File: config.mk
export PLATFORM = sky130hd
export DESIGN_NAME = gpio_out_bank
export DESIGN_NICKNAME = d
export VERILOG_FILES = /design/src/rtl/gpio_pkg.sv /design/src/rtl/gpio_ctl_bits.sv /design/src/rtl/gpio_out_latch.sv /design/src/rtl/gpio_pin_sample.sv /design/src/rtl/gpio_out_bank.sv
export SDC_FILE = /design/constraint.sdc
export NUM_CORES = 1
export LEC_CHECK = 0
export ABC_AREA = 1
export BUFFER_PORTS_ARGS = -buffer_cell sky130_fd_sc_hd__buf_2
export CAP_MARGIN = 25
export CORE_MARGIN = 1.5
export CORE_UTILIZATION = 30
export DETAILED_ROUTE_END_ITERATION = 7
export GPL_TIMING_DRIVEN = 0
export PLACE_DENSITY = 0.63
export SYNTH_ARGS = -nofsm -noshare
export SYNTH_HDL_FRONTEND = slang
export SYNTH_SLANG_ARGS = --single-unit
File: constraint.sdc
create_clock -name clk_i -period 0.9 [get_ports clk_i]
set_input_delay 0.18 -clock clk_i [delete_from_list [all_inputs] [get_ports clk_i]]
set_output_delay 0.18 -clock clk_i [all_outputs]
set_load 0.005 [all_outputs]
File: src/rtl/gpio_pkg.sv
package gpio_pkg;
  localparam int ADDR_W = 4;

  typedef enum logic [ADDR_W-1:0] {
    A_SET      = 4'd0,
    A_CLR      = 4'd1,
    A_DATA     = 4'd2,
    A_WEN_ON   = 4'd3,
    A_WEN_OFF  = 4'd4,
    A_WEN_STAT = 4'd5,
    A_OD_ON    = 4'd6,
    A_OD_OFF   = 4'd7,
    A_OD_STAT  = 4'd8,
    A_DRV_ON   = 4'd9,
    A_DRV_OFF  = 4'd10,
    A_DRV_STAT = 4'd11,
    A_PIN_STAT = 4'd12
  } reg_addr_e;
endpackage

File: src/rtl/gpio_ctl_bits.sv
module gpio_ctl_bits #(
  parameter int N = 8
) (
  input  logic         clk_i,
  input  logic         rst_ni,
  input  logic [N-1:0] on_i,
  input  logic [N-1:0] off_i,
  output logic [N-1:0] stat_o
);
  logic [N-1:0] stat_q;

  // off wins on a same-cycle collision
  always_ff @(posedge clk_i or negedge rst_ni) begin
    if (!rst_ni) stat_q <= '0;
    else         stat_q <= (stat_q | on_i) & ~off_i;
  end

  assign stat_o = stat_q;

  // R5 / R6 / R7 enable path
  p_on_sets_r5: assert property (@(posedge clk_i) disable iff (!rst_ni)
    ((on_i & ~off_i) != '0) |=> ((stat_o & $past(on_i & ~off_i)) == $past(on_i & ~off_i)));
  p_off_clears_r5: assert property (@(posedge clk_i) disable iff (!rst_ni)
    (off_i != '0) |=> ((stat_o & $past(off_i)) == '0));
  p_idle_holds_r5: assert property (@(posedge clk_i) disable iff (!rst_ni)
    (on_i == '0 && off_i == '0) |=> $stable(stat_o));
endmodule

File: src/rtl/gpio_out_latch.sv
module gpio_out_latch #(
  parameter int N = 8
) (
  input  logic         clk_i,
  input  logic         rst_ni,
  input  logic [N-1:0] set_i,
  input  logic [N-1:0] clr_i,
  input  logic         dir_we_i,
  input  logic [N-1:0] dir_val_i,
  input  logic [N-1:0] wen_i,
  output logic [N-1:0] data_o
);
  logic [N-1:0] data_q, dir_d, data_d;

  always_comb begin
    dir_d  = dir_we_i ? ((data_q & ~wen_i) | (dir_val_i & wen_i)) : data_q;
    data_d = (dir_d | set_i) & ~clr_i;   // clear has priority over set
  end

  always_ff @(posedge clk_i or negedge rst_ni) begin
    if (!rst_ni) data_q <= '0;
    else         data_q <= data_d;
  end

  assign data_o = data_q;

  p_set_r2: assert property (@(posedge clk_i) disable iff (!rst_ni)
    ((set_i & ~clr_i) != '0) |=> ((data_o & $past(set_i & ~clr_i)) == $past(set_i & ~clr_i)));
  p_clr_r3: assert property (@(posedge clk_i) disable iff (!rst_ni)
    (clr_i != '0) |=> ((data_o & $past(clr_i)) == '0));
  p_masked_r4: assert property (@(posedge clk_i) disable iff (!rst_ni)
    (dir_we_i && set_i == '0 && clr_i == '0) |=> (((data_o ^ $past(data_o)) & ~$past(wen_i)) == '0));
endmodule

File: src/rtl/gpio_pin_sample.sv
module gpio_pin_sample #(
  parameter int N      = 8,
  parameter int STAGES = 2
) (
  input  logic         clk_i,
  input  logic         rst_ni,
  input  logic         en_i,
  input  logic [N-1:0] pad_i,
  output logic [N-1:0] pin_o
);
  logic [N-1:0] stage_q [STAGES];

  generate
    for (genvar s = 0; s < STAGES; s++) begin : g_stage
      logic [N-1:0] src;
      if (s == 0) begin : g_first
        assign src = pad_i;
      end else begin : g_next
        assign src = stage_q[s-1];
      end
      always_ff @(posedge clk_i or negedge rst_ni) begin
        if (!rst_ni)   stage_q[s] <= '0;
        else if (en_i) stage_q[s] <= src;
      end
    end
  endgenerate

  assign pin_o = stage_q[STAGES-1];

  p_freeze_r9: assert property (@(posedge clk_i) disable iff (!rst_ni)
    !en_i |=> $stable(pin_o));
endmodule

File: src/rtl/gpio_out_bank.sv
module gpio_out_bank
  import gpio_pkg::*;
#(
  parameter int NPINS  = 8,
  parameter int DATA_W = 32
) (
  input  logic              clk_i,
  input  logic              rst_ni,
  input  logic              clk_en_i,
  input  logic [ADDR_W-1:0] addr_i,
  input  logic [DATA_W-1:0] wdata_i,
  input  logic              we_i,
  output logic [DATA_W-1:0] rdata_o,
  input  logic [NPINS-1:0]  pad_i,
  output logic [NPINS-1:0]  pad_o,
  output logic [NPINS-1:0]  pad_oe_o
);
  logic [NPINS-1:0] wd;
  logic [NPINS-1:0] set_v, clr_v;
  logic [NPINS-1:0] wen_on, wen_off, od_on, od_off, drv_on, drv_off;
  logic [NPINS-1:0] data_q, wen_q, od_q, drv_q, pin_q;
  logic             dir_we;

  assign wd = wdata_i[NPINS-1:0];

  generate
    if (DATA_W > NPINS) begin : g_unused
      logic unused_wdata_hi;
      assign unused_wdata_hi = ^wdata_i[DATA_W-1:NPINS];
    end
  endgenerate

  function automatic logic [NPINS-1:0] hit(input reg_addr_e a);
    return (we_i && addr_i == a) ? wd : '0;
  endfunction

  assign set_v   = hit(A_SET);
  assign clr_v   = hit(A_CLR);
  assign wen_on  = hit(A_WEN_ON);
  assign wen_off = hit(A_WEN_OFF);
  assign od_on   = hit(A_OD_ON);
  assign od_off  = hit(A_OD_OFF);
  assign drv_on  = hit(A_DRV_ON);
  assign drv_off = hit(A_DRV_OFF);
  assign dir_we  = we_i && (addr_i == A_DATA);

  gpio_out_latch #(.N(NPINS)) u_data (
    .clk_i, .rst_ni,
    .set_i(set_v), .clr_i(clr_v),
    .dir_we_i(dir_we), .dir_val_i(wd), .wen_i(wen_q),
    .data_o(data_q)
  );

  gpio_ctl_bits #(.N(NPINS)) u_wen (
    .clk_i, .rst_ni, .on_i(wen_on), .off_i(wen_off), .stat_o(wen_q)
  );

  gpio_ctl_bits #(.N(NPINS)) u_od (
    .clk_i, .rst_ni, .on_i(od_on), .off_i(od_off), .stat_o(od_q)
  );

  gpio_ctl_bits #(.N(NPINS)) u_drv (
    .clk_i, .rst_ni, .on_i(drv_on), .off_i(drv_off), .stat_o(drv_q)
  );

  gpio_pin_sample #(.N(NPINS), .STAGES(2)) u_pin (
    .clk_i, .rst_ni, .en_i(clk_en_i), .pad_i, .pin_o(pin_q)
  );

  // open-drain: a 1 releases the pad, a 0 pulls low
  assign pad_o    = data_q;
  assign pad_oe_o = drv_q & ~(od_q & data_q);

  always_comb begin
    rdata_o = '0;
    case (addr_i)
      A_DATA:     rdata_o[NPINS-1:0] = data_q;
      A_WEN_STAT: rdata_o[NPINS-1:0] = wen_q;
      A_OD_STAT:  rdata_o[NPINS-1:0] = od_q;
      A_DRV_STAT: rdata_o[NPINS-1:0] = drv_q;
      A_PIN_STAT: rdata_o[NPINS-1:0] = pin_q;
      default:    rdata_o = '0;
    endcase
  end

  p_od_release_r6: assert property (@(posedge clk_i) disable iff (!rst_ni)
    ((pad_oe_o & od_q & pad_o) == '0));
  p_undriven_r7: assert property (@(posedge clk_i) disable iff (!rst_ni)
    ((pad_oe_o & ~drv_q) == '0));
  p_reset_oe_r1: assert property (@(posedge clk_i) disable iff (!rst_ni)
    $rose(rst_ni) |-> (pad_oe_o == '0));
endmodule

==> run summary, run 1 <==
The logs give 0 for the leftover overflow at the end of global routing and 4180 um^2 for the finished layout cell area. 96 I/O pins were placed. IR analysis of the VDD net gives a maximum drop of 878 uV. Number of standard cells in the layout, taps in and fillers out: 628.

TritonCTS built the clock tree. Headroom to the max-slew limit came out at 63.2%. The run gives -0.418 ns as the minimum setup slack in the final design. The ratio of final minimum period to clock period is 146%.

Of the cells placed in the final design, the portion with a size suffix greater than 1 is 42.7%. The tools report the final worst hold slack as -0.144 ns. Detailed placement finished with a half-perimeter wire length of 5540 um. At the end of routability-driven placement, the weighted congestion stood at 0.804.

The die extent in x is 101 um. The met2 capacity usage during global routing came out at 27.2%. The synthesized netlist contains 22 unique library cells.

The via count normalized by instance count came out at 4.63. The flow ran to the end, but the final reports show violations. In this run, the number of DRC markers left after iteration 0 of detailed routing was 143.

The first-pass iteration count of the detailed router is 5, and the total leakage power is 2.14 nW. The number of global-route vias before repair came out at 2766. The core box area was 9280 um^2; the cell area after placement was 3370 um^2.

In this run the most used layer during global routing was met2. Setup repair after global routing could not meet its margin everywhere. Post-layout total power: 6.81 mW.

The final worst clock skew is 0.00288 ns. The met3 track demand over resource is 3.52%, and the number of pins exceeding their max-slew limit in the final report is 0. At the pin with the least slew margin, the transition time is 0.551 ns.

Derived from the worst setup path, the maximum achievable clock frequency is 759 MHz. The final reports fail on negative hold slack, negative setup slack. The area of the die is 10200 um^2. The tools report the data required time at the worst endpoint as 0.72 ns.

The logs give 2 for the number of levels in the clock H-tree and 35 for the count of standard-cell rows. The tool flagged a number of max-cap violations equal to 0. The tools report the sequential-to-total area share from yosys stat as 41.5%. The number of storage elements in the synthesis netlist was 48. The tools report the overall routed net length as 8900 um. For the number of placed instances with taps included, the log shows 582. The top fanout value on the critical path was 3. In the routed design, unresolved DRC markers number 0. The average cell area after synthesis is 7.40 um^2, and the post-synthesis to final-layout area growth is 44.3%.

The most frequent standard cell in the layout excluding fill and tap cells is sky130_fd_sc_hd__nand2_1. The worst register-to-register path has a depth of 8. The wire length of the first global-routing pass was 13700 um. The clock sink total was 48. Kind of end point of the critical path: a primary output.

The repair_antennas step left the layout with diodes totalling 0. Once detail routing completed, the nets flagged for antenna violations numbered 0. The setup path with the least slack is of type reg -> out. Count of warnings emitted by yosys: 0.

The cell count after synthesis was 391; the die height was 101 um. For the final routed database, the setup TNS stands at -8.72 ns. The port buffer count is 38. The clock period minus worst slack works out to 1.32 ns. Before CTS, the worst setup slack after placement is -0.645 ns. The logs give 5 for the number of buffers added by the clock tree synthesis step and 45.0% for the utilization of the core after routing. Clock-pin slew was measured on the worst setup and hold paths at 0.09 ns. For the maximum clock insertion buffer count, the log shows 2. In the global route stage, met1 resource usage came out at 23.0%.

Type of the tightest min-delay check: in -> async. For the total number of vias, the log shows 2907. Fill cells in the final layout number 931. The number of antenna violations at the first check in global routing is 0, and the post-synthesis instance area is 2900 um^2. The final hold violation count is 21.

The routed wire length per instance works out to 14.2 um. Global routing used 17.4% of the available tracks across all layers. In the layout the commonest cells are sky130_fd_sc_hd__nand2_1, sky130_fd_sc_hd__buf_4, sky130_fd_sc_hd__dfrtp_1.

Power spread over the standard cell area amounts to 1630 nW/um^2. The number of nets in the finished design was 546; the pin count of the biggest net entering global routing was 28. The tools report the category of the worst setup path launch point as a flop. For this configuration, the core starts out at a cell density of 31.2%. The root buffer selected by CTS is sky130_fd_sc_hd__clkbuf_8. The endpoint arrival time on the critical path is 1.14 ns, and the insertion delay of the later-clocked pin in the worst-skew pair is 0.30 ns.

Setup violations remaining at the end of the flow were counted as 41.
==> flip-flops by register name (all words and copies together) (netlist names) <==
register           count
u_pin.pin_o            8
u_od.stat_o            8
u_pin.g_stage.src      8
u_drv.stat_o           8
u_wen.stat_o           8
u_data.data_o          8
==> final timing paths <==
| path | slack [ns] | to | start |
|---|---|---|---|
| setup / recovery | -0.42 | pad_oe_o[7] | u_od.stat_o[7]$_DFF_PN0_ |
| hold / removal | -0.14 | u_pin.pin_o[6]$_DFFE_PN0P_ | rst_ni |
| hold reg to reg | 0.49 | u_pin.pin_o[4]$_DFFE_PN0P_ | u_pin.g_stage[1].src[4]$_DFFE_PN0P_ |
| max in group asynchronous | 0.50 | u_data.data_o[4]$_DFF_PN0_ | rst_ni |
| setup reg to reg | -0.19 | u_data.data_o[3]$_DFF_PN0_ | u_data.data_o[3]$_DFF_PN0_ |
| min in group clk_i | 0.11 | u_pin.g_stage[1].src[4]$_DFFE_PN0P_ | pad_i[4] |
==> cells in the mapped netlist (all sizes together) <==
cell type	count	area, um^2
a21oi	24	120
o21ai	16	80.1
nor2	45	249
clkbuf	10	37.5
conb	1	3.75
a22oi	8	70.1
buf	28	213
nand4	9	56.3
dfrtp	48	1200
inv	46	173
nand2	129	502
mux2	8	90.1
nand3	19	100
==> critical path: stages, from the launching register on <==
cell                      delay [ns]
sky130_fd_sc_hd__dfrtp_1        0.43
sky130_fd_sc_hd__buf_4          0.15
sky130_fd_sc_hd__a21oi_2        0.13
sky130_fd_sc_hd__buf_2          0.13
==> metal layers <==
layer / routed length (um) / up-vias
li1: - / 1395
met1: 3630 / 1346
met2: 4060 / 138
met3: 817 / 28
met4: 387 / 0
met5: 0 / -
==> final cells by class <==
cell class / instances / area (um^2) / share of cell area, %
multi-input combinational: 282 / 1600 / 38.4
sequential: 48 / 1210 / 28.9
timing repair buffer: 77 / 666 / 15.9
buffer: 38 / 273 / 6.53
inverter: 46 / 175 / 4.19
tap: 129 / 161 / 3.86
clock buffer: 6 / 82.6 / 1.98
clock inverter: 2 / 10.0 / 0.240
==> kinds of logic (layout without fill, tap and decap cells) <==
family	after synthesis	after routing	share of synthesized area, %
muxes	8	8	3.11
other	1	24	0.130
buffers and inverters	84	169	14.6
DFF	48	48	41.5
AOI/OAI and AO/OA	48	48	9.33
and+or+nand+nor	202	202	31.3
==> where the power goes <==
group	switching, mW	internal (mW)	total, mW	leakage, nW
clock network	0.733	0.615	1.35	0.0510
logic	1.20	1.26	2.46	1.53
registers	0.396	2.60	3.00	0.559
total	2.33	4.47	6.81	2.14
==> what timing repair did <==
action	4_1_cts	5_1_grt
setup buffers	31	12
endpoints found under the setup margin	56	56
resized for setup	52	67
endpoints found under the hold margin	21	21
pin swaps	37	38
Power figures use the tool's default switching activity.
==> run 2: changes to the inputs <==
Settings changed: CORE_UTILIZATION 30 to 46, PLACE_DENSITY 0.63 to 0.86.
==> run summary, run 2 (synthesis gave the netlist of run 1 again) <==
In this run the vertical extent of the chip is 82.3 um. The post-synthesis to final-layout area growth was 38.0%; the number of max-cap violations was 0. TritonCTS built the clock tree. The tightest min-delay check is of the in -> reg type. Broken down by cell family, the worst path's largest delay share belongs to flip-flops. The H-tree generated during clock tree synthesis spans 2 levels.

The die covers 6780 um^2. Detailed placement finished with a half-perimeter wire length of 4980 um. With fillers left out, the area of the finished cells amounts to 4000 um^2. Global routing consumed, over all layers together, 25.0% of the routing resources. In the layout the commonest cells are sky130_fd_sc_hd__nand2_1, sky130_fd_sc_hd__buf_4, sky130_fd_sc_hd__dfrtp_1. The largest individual stage delay along the critical path comes from the cell sky130_fd_sc_hd__dfrtp_1. The startpoint of the worst hold path is pad_i[0]. The leftover overflow at the end of global routing is 0, and the layout filler cell count is 476.

For the number of placed instances with taps included, the log shows 528. At the end of routability-driven placement, the weighted congestion stood at 0.829. The core region is 5990 um^2. Setup repair after global routing could not meet its margin everywhere. The insertion delay of the later-clocked pin in the worst-skew pair came out at 0.32 ns. The worst setup path is captured at a primary output. Counting the buffers created by CTS gives 5. The net count of the finished layout is 548.

Setup violation total in the final timing report: 32. The post-layout total power came out at 6.68 mW. Walking the worst path, the cells encountered are nand2_1, o21ai_1, nor2_1, nand2_1, buf_2.

After clock tree synthesis, the clock-pin slew on the worst setup and hold paths is 0.10 ns. The checks that failed: negative setup slack. The tools report the category of the worst setup path launch point as a flop.

The number of global-route vias before repair is 2743. The flow ran to the end, but the final reports show violations. The number of buffers and inverters on the critical path was 1; the endpoint arrival time on the critical path was 1.17 ns.

The most used cell along the critical path is sky130_fd_sc_hd__nand2_1. Final hold violation count: 0. Startpoint-to-endpoint class of the critical path: reg -> out. The worst setup timing slack at the placement stage was -0.646 ns. The number of antenna violations at the first check in global routing was 0. The largest single stage delay on the critical path is 0.41 ns. The total number of vias came out at 2913. The most frequent standard cell in the layout excluding fill and tap cells was sky130_fd_sc_hd__nand2_1. Total leakage power: 2.08 nW. 96 I/O pins were placed. The root buffer selected by CTS was sky130_fd_sc_hd__clkbuf_8. For this block, the routed nets add up to 8550 um of wire. Of all nets on the critical path, the largest fanout is 2.

Routed wire length per instance: 14.9 um. DRC violations left: 0. In the final layout, flip-flops and latches occupy 1200 um^2.

The total power per unit cell area is 1670 nW/um^2, and the clock period minus worst slack is 1.35 ns. Dividing the detail-routed via count by the number of cells gives 5.07. Between clock sinks in the finished design, the worst skew comes to 0.0117 ns. After the first detailed-routing iteration, the DRC count stood at 258. The ratio of final minimum period to clock period is 150%.

The run gives 0 as the number of pins exceeding their max-slew limit in the final report. The clock passes through at most 2 buffers. First-pass iteration count of the detailed router: 5. The number of standard cells in the layout, taps in and fillers out was 575; the area occupied by multi-input gates was 1520 um^2.

The tools report the origin of the worst setup path as u_drv.stat_o[5]$_DFF_PN0_. The number of antenna diodes in the final layout is 0. The wire length of the first global-routing pass was 12600 um; the die extent in x was 82.3 um. The run gives 28 as the count of standard-cell rows. Across the VDD grid, the largest voltage drop is 1030 uV. Once placement finished, the instance area stood at 3310 um^2. Once the floorplan was initialized, standard cells occupied 48.3% of the core.

The layout cell share with drive strength beyond 1 is 39.8%, and the port buffer count is 38. The minimum setup slack in the final design is -0.448 ns. Once layout is complete, the utilization of the core stands at 66.7%. The maximum achievable frequency was 742 MHz. The setup check on the worst reg-to-reg path leaves a slack of -0.20 ns. The count of nets left with antenna violations once routing finished came out at 0. Counting every sink on the clock net gives 48. The run gives 41 as the pin count of the biggest net entering global routing.

Critical register-to-register path startpoint: u_data.data_o[5]$_DFF_PN0_. Data on the critical path is required at its endpoint by 0.72 ns.
-- run 2: where the power goes --
| group | leakage (nW) | switching [mW] | internal [mW] |
|---|---|---|---|
| Clock | 0.0400 | 0.779 | 0.528 |
| Combinational | 1.48 | 1.16 | 1.23 |
| Sequential | 0.561 | 0.392 | 2.59 |
| Total | 2.08 | 2.33 | 4.35 |
-- run 2: final timing paths --
check / depth (start not counted) / end
setup / recovery: 5 / rdata_o[5]
hold reg to reg: 2 / u_pin.pin_o[3]$_DFFE_PN0P_
min in group asynchronous: 2 / u_pin.g_stage[1].src[4]$_DFFE_PN0P_
max in group asynchronous: 3 / u_data.data_o[3]$_DFF_PN0_
setup reg to reg: 8 / u_data.data_o[5]$_DFF_PN0_
hold / removal: 2 / u_pin.g_stage[1].src[0]$_DFFE_PN0P_
-- run 2: layout make-up --
class,count,share of cell area [%]
Tap cell,75,2.35
Sequential cell,48,30.2
Inverter,46,4.57
Clock buffer,5,1.72
Buffer,38,6.83
Clock inverter,2,0.313
Timing Repair Buffer,79,16.1
Multi-Input combinational cell,282,38.0
-- run 2: metrics by stage --
step,hold slack (ns),setup TNS [ns]
finish,0.0903,-8.51
global route,0.0974,-9.83
CTS,0.0886,-8.61
detailed placement,0.0508,-19.98
global placement,0.414,-28.24
floorplan,-0.116,-1.14
-- run 2: routing by layer --
metal / track usage (%) / wire, um
met1: 29.7 / 3360
met2: 45.0 / 4360
met3: 3.85 / 653
met4: 9.83 / 179
met5: 0 / 0
-- run 2: timing repair --
| item | CTS | global route |
|---|---|---|
| hold endpoints to repair | 8 | 0 |
| pin swaps | 49 | 39 |
| setup buffers | 32 | 17 |
| hold buffers | 1 | 0 |
| resized for setup | 50 | 56 |
| endpoints found under the setup margin | 56 | 56 |
